File: config.mk
export PLATFORM = sky130hd
export DESIGN_NAME = cascade_pwm_mod
export DESIGN_NICKNAME = d
export VERILOG_FILES = /design/src/rtl/cascade_pwm_pkg.sv /design/src/rtl/pwm_carrier_bank.sv /design/src/rtl/pwm_level_cmp.sv /design/src/rtl/pwm_cell_decode.sv /design/src/rtl/cascade_pwm_mod.sv
export SDC_FILE = /design/constraint.sdc
export NUM_CORES = 1
export LEC_CHECK = 0
export ABC_CLOCK_PERIOD_IN_PS = 22500
export BUFFER_PORTS_ARGS = -buffer_cell sky130_fd_sc_hd__buf_2
export CORE_ASPECT_RATIO = 2
export CORE_MARGIN = 2
export CORE_UTILIZATION = 34
export DETAILED_ROUTE_END_ITERATION = 10
export RECOVER_POWER = 100
export SYNTH_ARGS = -nofsm -noshare
export SYNTH_HDL_FRONTEND = slang
export SYNTH_SLANG_ARGS = --single-unit
export TNS_END_PERCENT = 20
File: constraint.sdc
create_clock -name clk_i -period 22.5 [get_ports clk_i]
set_clock_uncertainty 0.15 [all_clocks]
set_input_delay 2.25 -clock clk_i [delete_from_list [all_inputs] [get_ports clk_i]]
set_output_delay 2.25 -clock clk_i [all_outputs]
set_load 0.05 [all_outputs]
File: src/rtl/cascade_pwm_pkg.sv
package cascade_pwm_pkg;

    typedef enum logic [1:0] {
        MODE_PD   = 2'd0,
        MODE_POD  = 2'd1,
        MODE_APOD = 2'd2,
        MODE_ALT  = 2'd3
    } carrier_mode_e;

    localparam logic [3:0] CELL_POS  = 4'b1001;
    localparam logic [3:0] CELL_NEG  = 4'b0110;
    localparam logic [3:0] CELL_ZERO = 4'b0101;

endpackage

File: src/rtl/pwm_carrier_bank.sv
module pwm_carrier_bank
    import cascade_pwm_pkg::*;
#(
    parameter int NUM_CELLS = 4,
    parameter int BAND      = 16,
    parameter int REF_W     = 12,
    localparam int NCAR     = 2 * NUM_CELLS,
    localparam int TW       = $clog2(BAND + 1)
) (
    input  logic                       clk_i,
    input  logic                       rst_i,
    input  logic [1:0]                 mode_i,
    output logic [NCAR-1:0][REF_W-1:0] carriers_o,
    output logic [TW-1:0]              tri_o,
    output logic [1:0]                 mode_o
);

    typedef struct packed {
        logic [TW-1:0] tri_cnt;
        logic          rising;
        logic [1:0]    mode;
    } bank_state_t;

    localparam logic [TW-1:0] TOP = TW'(BAND);

    bank_state_t st_d, st_q;
    logic [1:0]    mode_use;
    logic [TW-1:0] inv_tri;

    always_comb begin
        st_d     = st_q;
        mode_use = (st_q.tri_cnt == '0) ? mode_i : st_q.mode;
        st_d.mode = mode_use;
        if (st_q.rising) begin
            st_d.tri_cnt = st_q.tri_cnt + 1'b1;
            st_d.rising  = (st_q.tri_cnt + 1'b1) != TOP;
        end else begin
            st_d.tri_cnt = st_q.tri_cnt - 1'b1;
            st_d.rising  = (st_q.tri_cnt - 1'b1) == '0;
        end
    end

    always_ff @(posedge clk_i) begin
        if (rst_i) begin
            st_q.tri_cnt <= '0;
            st_q.rising  <= 1'b1;
            st_q.mode    <= MODE_PD;
        end else begin
            st_q <= st_d;
        end
    end

    assign inv_tri = TOP - st_q.tri_cnt;

    for (genvar k = 0; k < NCAR; k++) begin : g_car
        localparam int BASE = (k - NUM_CELLS) * BAND;
        logic          use_inv;
        logic [TW-1:0] shape;
        always_comb begin
            case (mode_use)
                MODE_POD:  use_inv = (k < NUM_CELLS);
                MODE_APOD: use_inv = (k % 2) == 1;
                default:   use_inv = 1'b0;
            endcase
            shape = use_inv ? inv_tri : st_q.tri_cnt;
        end
        assign carriers_o[k] = REF_W'(BASE) + REF_W'(shape);
    end

    assign tri_o  = st_q.tri_cnt;
    assign mode_o = st_q.mode;

endmodule

File: src/rtl/pwm_level_cmp.sv
module pwm_level_cmp #(
    parameter int NUM_CELLS = 4,
    parameter int BAND      = 16,
    parameter int REF_W     = 12,
    parameter int IDX_W     = 8,
    parameter int IDX_FRAC  = 7,
    localparam int NCAR     = 2 * NUM_CELLS,
    localparam int LVL_W    = $clog2(NUM_CELLS + 1) + 1,
    localparam int PW       = REF_W + IDX_W + 1,
    localparam int CNT_W    = $clog2(NCAR + 1)
) (
    input  logic signed [REF_W-1:0]    ref_i,
    input  logic [IDX_W-1:0]           idx_i,
    input  logic [NCAR-1:0][REF_W-1:0] carriers_i,
    output logic signed [LVL_W-1:0]    level_o
);

    localparam logic signed [PW-1:0] LIM_HI = PW'(NUM_CELLS * BAND);
    localparam logic signed [PW-1:0] LIM_LO = -LIM_HI;

    logic signed [PW-1:0]    ref_ext, idx_ext, prod, scaled;
    logic signed [REF_W-1:0] eff;
    logic [CNT_W-1:0]        above;

    always_comb begin
        ref_ext = {{(PW-REF_W){ref_i[REF_W-1]}}, ref_i};
        idx_ext = {{(PW-IDX_W){1'b0}}, idx_i};
        prod    = ref_ext * idx_ext;
        scaled  = prod >>> IDX_FRAC;
        if (scaled > LIM_HI)      eff = REF_W'(LIM_HI);
        else if (scaled < LIM_LO) eff = REF_W'(LIM_LO);
        else                      eff = REF_W'(scaled);
        above = '0;
        for (int k = 0; k < NCAR; k++) begin
            if (eff > $signed(carriers_i[k])) above = above + 1'b1;
        end
        level_o = LVL_W'(above) - LVL_W'(NUM_CELLS);
    end

endmodule

File: src/rtl/pwm_cell_decode.sv
module pwm_cell_decode
    import cascade_pwm_pkg::*;
#(
    parameter int NUM_CELLS = 4,
    localparam int LVL_W    = $clog2(NUM_CELLS + 1) + 1
) (
    input  logic signed [LVL_W-1:0]  level_i,
    output logic [4*NUM_CELLS-1:0]   gates_o
);

    for (genvar c = 0; c < NUM_CELLS; c++) begin : g_cell
        localparam logic signed [LVL_W-1:0] POS_TH = LVL_W'(c);
        localparam logic signed [LVL_W-1:0] NEG_TH = -LVL_W'(c);
        always_comb begin
            if (level_i > POS_TH)      gates_o[4*c +: 4] = CELL_POS;
            else if (level_i < NEG_TH) gates_o[4*c +: 4] = CELL_NEG;
            else                       gates_o[4*c +: 4] = CELL_ZERO;
        end
    end

endmodule

File: src/rtl/cascade_pwm_mod.sv
module cascade_pwm_mod
    import cascade_pwm_pkg::*;
#(
    parameter int NUM_CELLS = 4,
    parameter int BAND      = 16,
    parameter int REF_W     = 12,
    parameter int IDX_W     = 8,
    parameter int IDX_FRAC  = 7,
    localparam int NCAR     = 2 * NUM_CELLS,
    localparam int LVL_W    = $clog2(NUM_CELLS + 1) + 1,
    localparam int TW       = $clog2(BAND + 1)
) (
    input  logic                    clk_i,
    input  logic                    rst_i,
    input  logic signed [REF_W-1:0] ref_i,
    input  logic [IDX_W-1:0]        mod_idx_i,
    input  logic [1:0]              mode_i,
    output logic signed [LVL_W-1:0] level_o,
    output logic [4*NUM_CELLS-1:0]  gates_o
);

    typedef struct packed {
        logic signed [LVL_W-1:0] level;
        logic [4*NUM_CELLS-1:0]  gates;
    } out_state_t;

    logic [NCAR-1:0][REF_W-1:0] carriers;
    logic [TW-1:0]              tri_w;
    logic [1:0]                 mode_w;
    logic signed [LVL_W-1:0]    level_c;
    logic [4*NUM_CELLS-1:0]     gates_c;
    out_state_t                 st_d, st_q;

    pwm_carrier_bank #(
        .NUM_CELLS(NUM_CELLS), .BAND(BAND), .REF_W(REF_W)
    ) u_bank (
        .clk_i(clk_i), .rst_i(rst_i), .mode_i(mode_i),
        .carriers_o(carriers), .tri_o(tri_w), .mode_o(mode_w)
    );

    pwm_level_cmp #(
        .NUM_CELLS(NUM_CELLS), .BAND(BAND), .REF_W(REF_W),
        .IDX_W(IDX_W), .IDX_FRAC(IDX_FRAC)
    ) u_cmp (
        .ref_i(ref_i), .idx_i(mod_idx_i), .carriers_i(carriers),
        .level_o(level_c)
    );

    pwm_cell_decode #(
        .NUM_CELLS(NUM_CELLS)
    ) u_dec (
        .level_i(level_c), .gates_o(gates_c)
    );

    always_comb begin
        st_d       = st_q;
        st_d.level = level_c;
        st_d.gates = gates_c;
    end

    always_ff @(posedge clk_i) begin
        if (rst_i) begin
            st_q.level <= '0;
            st_q.gates <= {NUM_CELLS{CELL_ZERO}};
        end else begin
            st_q <= st_d;
        end
    end

    assign level_o = st_q.level;
    assign gates_o = st_q.gates;

endmodule

==> flow_metrics.env <==
export IMPL_cts_repair_resized=0
export IMPL_synth_cell_type_count=96
export IMPL_initial_core_util_pct=34.5
export IMPL_globalRoute_totalOverflow=0
export IMPL_synth_to_final_area_change_pct=5.77
export IMPL_clock_latency_ns=0.26
export IMPL_die_area_um2=22400
export IMPL_cts_reportedPaths_clkPinSlew_ns=0.06
export IMPL_ys_ff_latch=28
export IMPL_finish_cell_count_without_fillers=1143
export IMPL_dpl_worst_slack_ns=7.47
export IMPL_design_core_area_um2=20800
export IMPL_number_of_rows_created_at_floorplan=75
export IMPL_maxClockFrequency_ghz=0.0640
export IMPL_first_iter_violations=255
export IMPL_setup_viol=0
export IMPL_grt_pass1_vias=6517
export IMPL_worstSetupPathType="input pin to flop"
export IMPL_fin_ws_ns=6.89
export IMPL_run_status="completed"
export IMPL_max_stage_delay_ns=0.73
export IMPL_detailroute_via_count=6023
export IMPL_grt_setup_unrepaired="no"
export IMPL_cts_buffers_inserted=3
export IMPL_vias_per_inst=5.27
export IMPL_final_antenna_net_count=0
export IMPL_post_route_period_util_pct=69.4
export IMPL_cp_buffers_inverters=9
export IMPL_cp_required_ns=22.54
export IMPL_die_h_um=210
export IMPL_post_cts_setup_buffers=0
export IMPL_grt_total_usage_pct=16.9
export IMPL_timing_max_slew_rel_slack_pct=33.8
export IMPL_placed_cells=1140
export IMPL_timing_max_transition_violations_final=0
export IMPL_cpLargestDelayFamily="adder cells"
export IMPL_critPathArrivalTime_ns=15.65
export IMPL_maximum_capacitance_violations=0
export IMPL_fillers=2221
export IMPL_cts_htree_levels=1
export IMPL_ys_flop_type="sky130_fd_sc_hd__dfxtp_1"
export IMPL_synth_avg_cell_area_um2=8.38
export IMPL_min_delay_path_class="flop to flop"
export IMPL_synthesis_yosys_warnings=0
export IMPL_hold_violations=0
export IMPL_critical_path_slowest_cell="sky130_fd_sc_hd__xnor2_1"
export IMPL_first_pass_grt_wire_length_um=30700
export IMPL_postRouteWirelength_um=18400
export IMPL_antenna_found_initial=0
export IMPL_time_the_worst_path_needs_with_i_o_delays_and_setup_ns=15.61
export IMPL_clock_sink_count=28
export IMPL_detail_route_drc_violations=0
export IMPL_final_net_count=1052
export IMPL_async_reset_ff_share_pct=0
export IMPL_place_hpwl_um=16100
export IMPL_setup_total_negative_slack_ns=0
export IMPL_chipWidth_um=107
export IMPL_synth_sequential_area_ratio_pct=7.79
export IMPL_start_kind="input pin"
export IMPL_maximum_number_of_pins_on_one_net_before_global_route_repair=24
export IMPL_mappedNetlistNets=1034
export IMPL_cts_root_buf="sky130_fd_sc_hd__clkbuf_16"
export IMPL_synthCells=858
export IMPL_cp_end_kind="flop"
export IMPL_synth_edf_count=0
export IMPL_worst_max_slew_pin_slew_ns=0.993
export IMPL_critical_path_max_fanout=13
export IMPL_port_buffers=43
export IMPL_ctsHoldBuffers=0
export IMPL_cts_tree="yes"
export IMPL_clk_path_buf_depth=2
export IMPL_antennaDiodeCount=0
export IMPL_io_pin_count=44
export IMPL_netlist_area_um2=7190
export IMPL_share_of_final_layout_standard_cells_stronger_than_drive_strength_1_pct=7.32
export IMPL_avgRoutedWirePerCell_um=16.1
export IMPL_detailedRoute_firstPassIterationCount=4
export IMPL_gpl_final_weighted_congestion=0.889
==> Yosys cell counts, drive strengths merged (10+ instances only) <==
| cell | instances | share of area (%) |
|---|---|---|
| clkbuf | 22 | 1.1 |
| xnor2 | 37 | 5.3 |
| a21o | 12 | 1.3 |
| nand4 | 15 | 1.7 |
| ha | 75 | 13 |
| and2 | 58 | 5.1 |
| a211oi | 10 | 1.2 |
| o21ai | 23 | 1.6 |
| a21oi | 25 | 2.2 |
| nand2 | 78 | 4.1 |
| nor3 | 12 | 0.90 |
| mux2i | 12 | 1.7 |
| nor2 | 42 | 2.4 |
| nand3 | 13 | 0.97 |
| fa | 77 | 21 |
| dfxtp | 28 | 7.8 |
| inv | 148 | 7.8 |
==> flip-flops by register name, indices dropped and copies added (netlist names) <==
| signal | cells |
|---|---|
| level_o | 4 |
| u_bank.st_q | 1 |
| u_bank.mode_o | 2 |
| u_bank.tri_o | 5 |
| gates_o | 16 |
==> metrics by stage <==
stage	hold WS (ns)	cell area [um^2]	util (%)
after floorplan	0.331	7190	-
after global placement	0.359	7610	36.5
after detailed placement	0.372	7610	36.5
after CTS	0.387	7690	36.9
after global routing	0.450	7610	36.5
final	0.371	7610	36.5
==> routing by layer <==
| metal | global-route usage [%] | vias to the layer above | wire length, um | part of all wire (%) |
|---|---|---|---|---|
| met5 | 0 | - | 0 | 0 |
| met4 | 8.91 | 0 | 1120 | 6.1 |
| met3 | 1.21 | 70 | 429 | 2.3 |
| met2 | 36.0 | 150 | 10900 | 59 |
| met1 | 14.6 | 2891 | 5940 | 32 |
| li1 | - | 2912 | - | - |
==> cell type report <==
type	instances	area, um^2	share of cell area, %
Sequential cell	28	561	7.37
Multi-Input combinational cell	651	5880	77.3
Timing Repair Buffer	44	195	2.57
Clock buffer	3	75.1	0.987
Inverter	148	557	7.32
Tap cell	269	337	4.42
==> cell usage in the layout (no fill, tap or decap), types with 13 or more instances in the layout <==
master / n
sky130_fd_sc_hd__a21oi_1: 21
sky130_fd_sc_hd__and2_1: 56
sky130_fd_sc_hd__buf_2: 21
sky130_fd_sc_hd__clkbuf_1: 22
sky130_fd_sc_hd__dfxtp_1: 28
sky130_fd_sc_hd__fa_1: 77
sky130_fd_sc_hd__ha_1: 75
sky130_fd_sc_hd__inv_1: 146
sky130_fd_sc_hd__nand2_1: 78
sky130_fd_sc_hd__nand4_1: 13
sky130_fd_sc_hd__nor2_1: 39
sky130_fd_sc_hd__o21ai_0: 20
sky130_fd_sc_hd__xnor2_1: 34
==> worst min-delay path: cells and delay by family, from the launching register on <==
| family | cells | cell delay, ns |
|---|---|---|
| flops | 1 | 0.31 |
| mux | 1 | 0.09 |
| simple gates | 1 | 0.09 |
==> cell families (layout without fill, tap and decap cells) <==
group,after synthesis,in the layout,synth area share (%)
AND/OR/NAND/NOR,286,286,22.5
buffers and inverters,179,195,9.71
adder cells (fa/ha/maj),154,154,34.8
AO/OA/AOI/OAI,149,149,16.0
XOR/XNOR,49,49,7.39
flip-flops,28,28,7.79
multiplexers,13,13,1.83
==> worst paths after layout <==
kind                    start          endpoint  slack (ns)  cells past startpoint
min reg2reg  u_bank.mode_o[0]  u_bank.mode_o[0]        0.37                      2
max reg2reg   u_bank.tri_o[1]        gates_o[7]       12.66                     41
min          u_bank.mode_o[0]  u_bank.mode_o[0]        0.37                      2
max              mod_idx_i[1]        gates_o[7]        6.89                     50
Power is not shown: default switching activity piles up to over one toggle a cycle in this logic, so the estimate is an artifact.
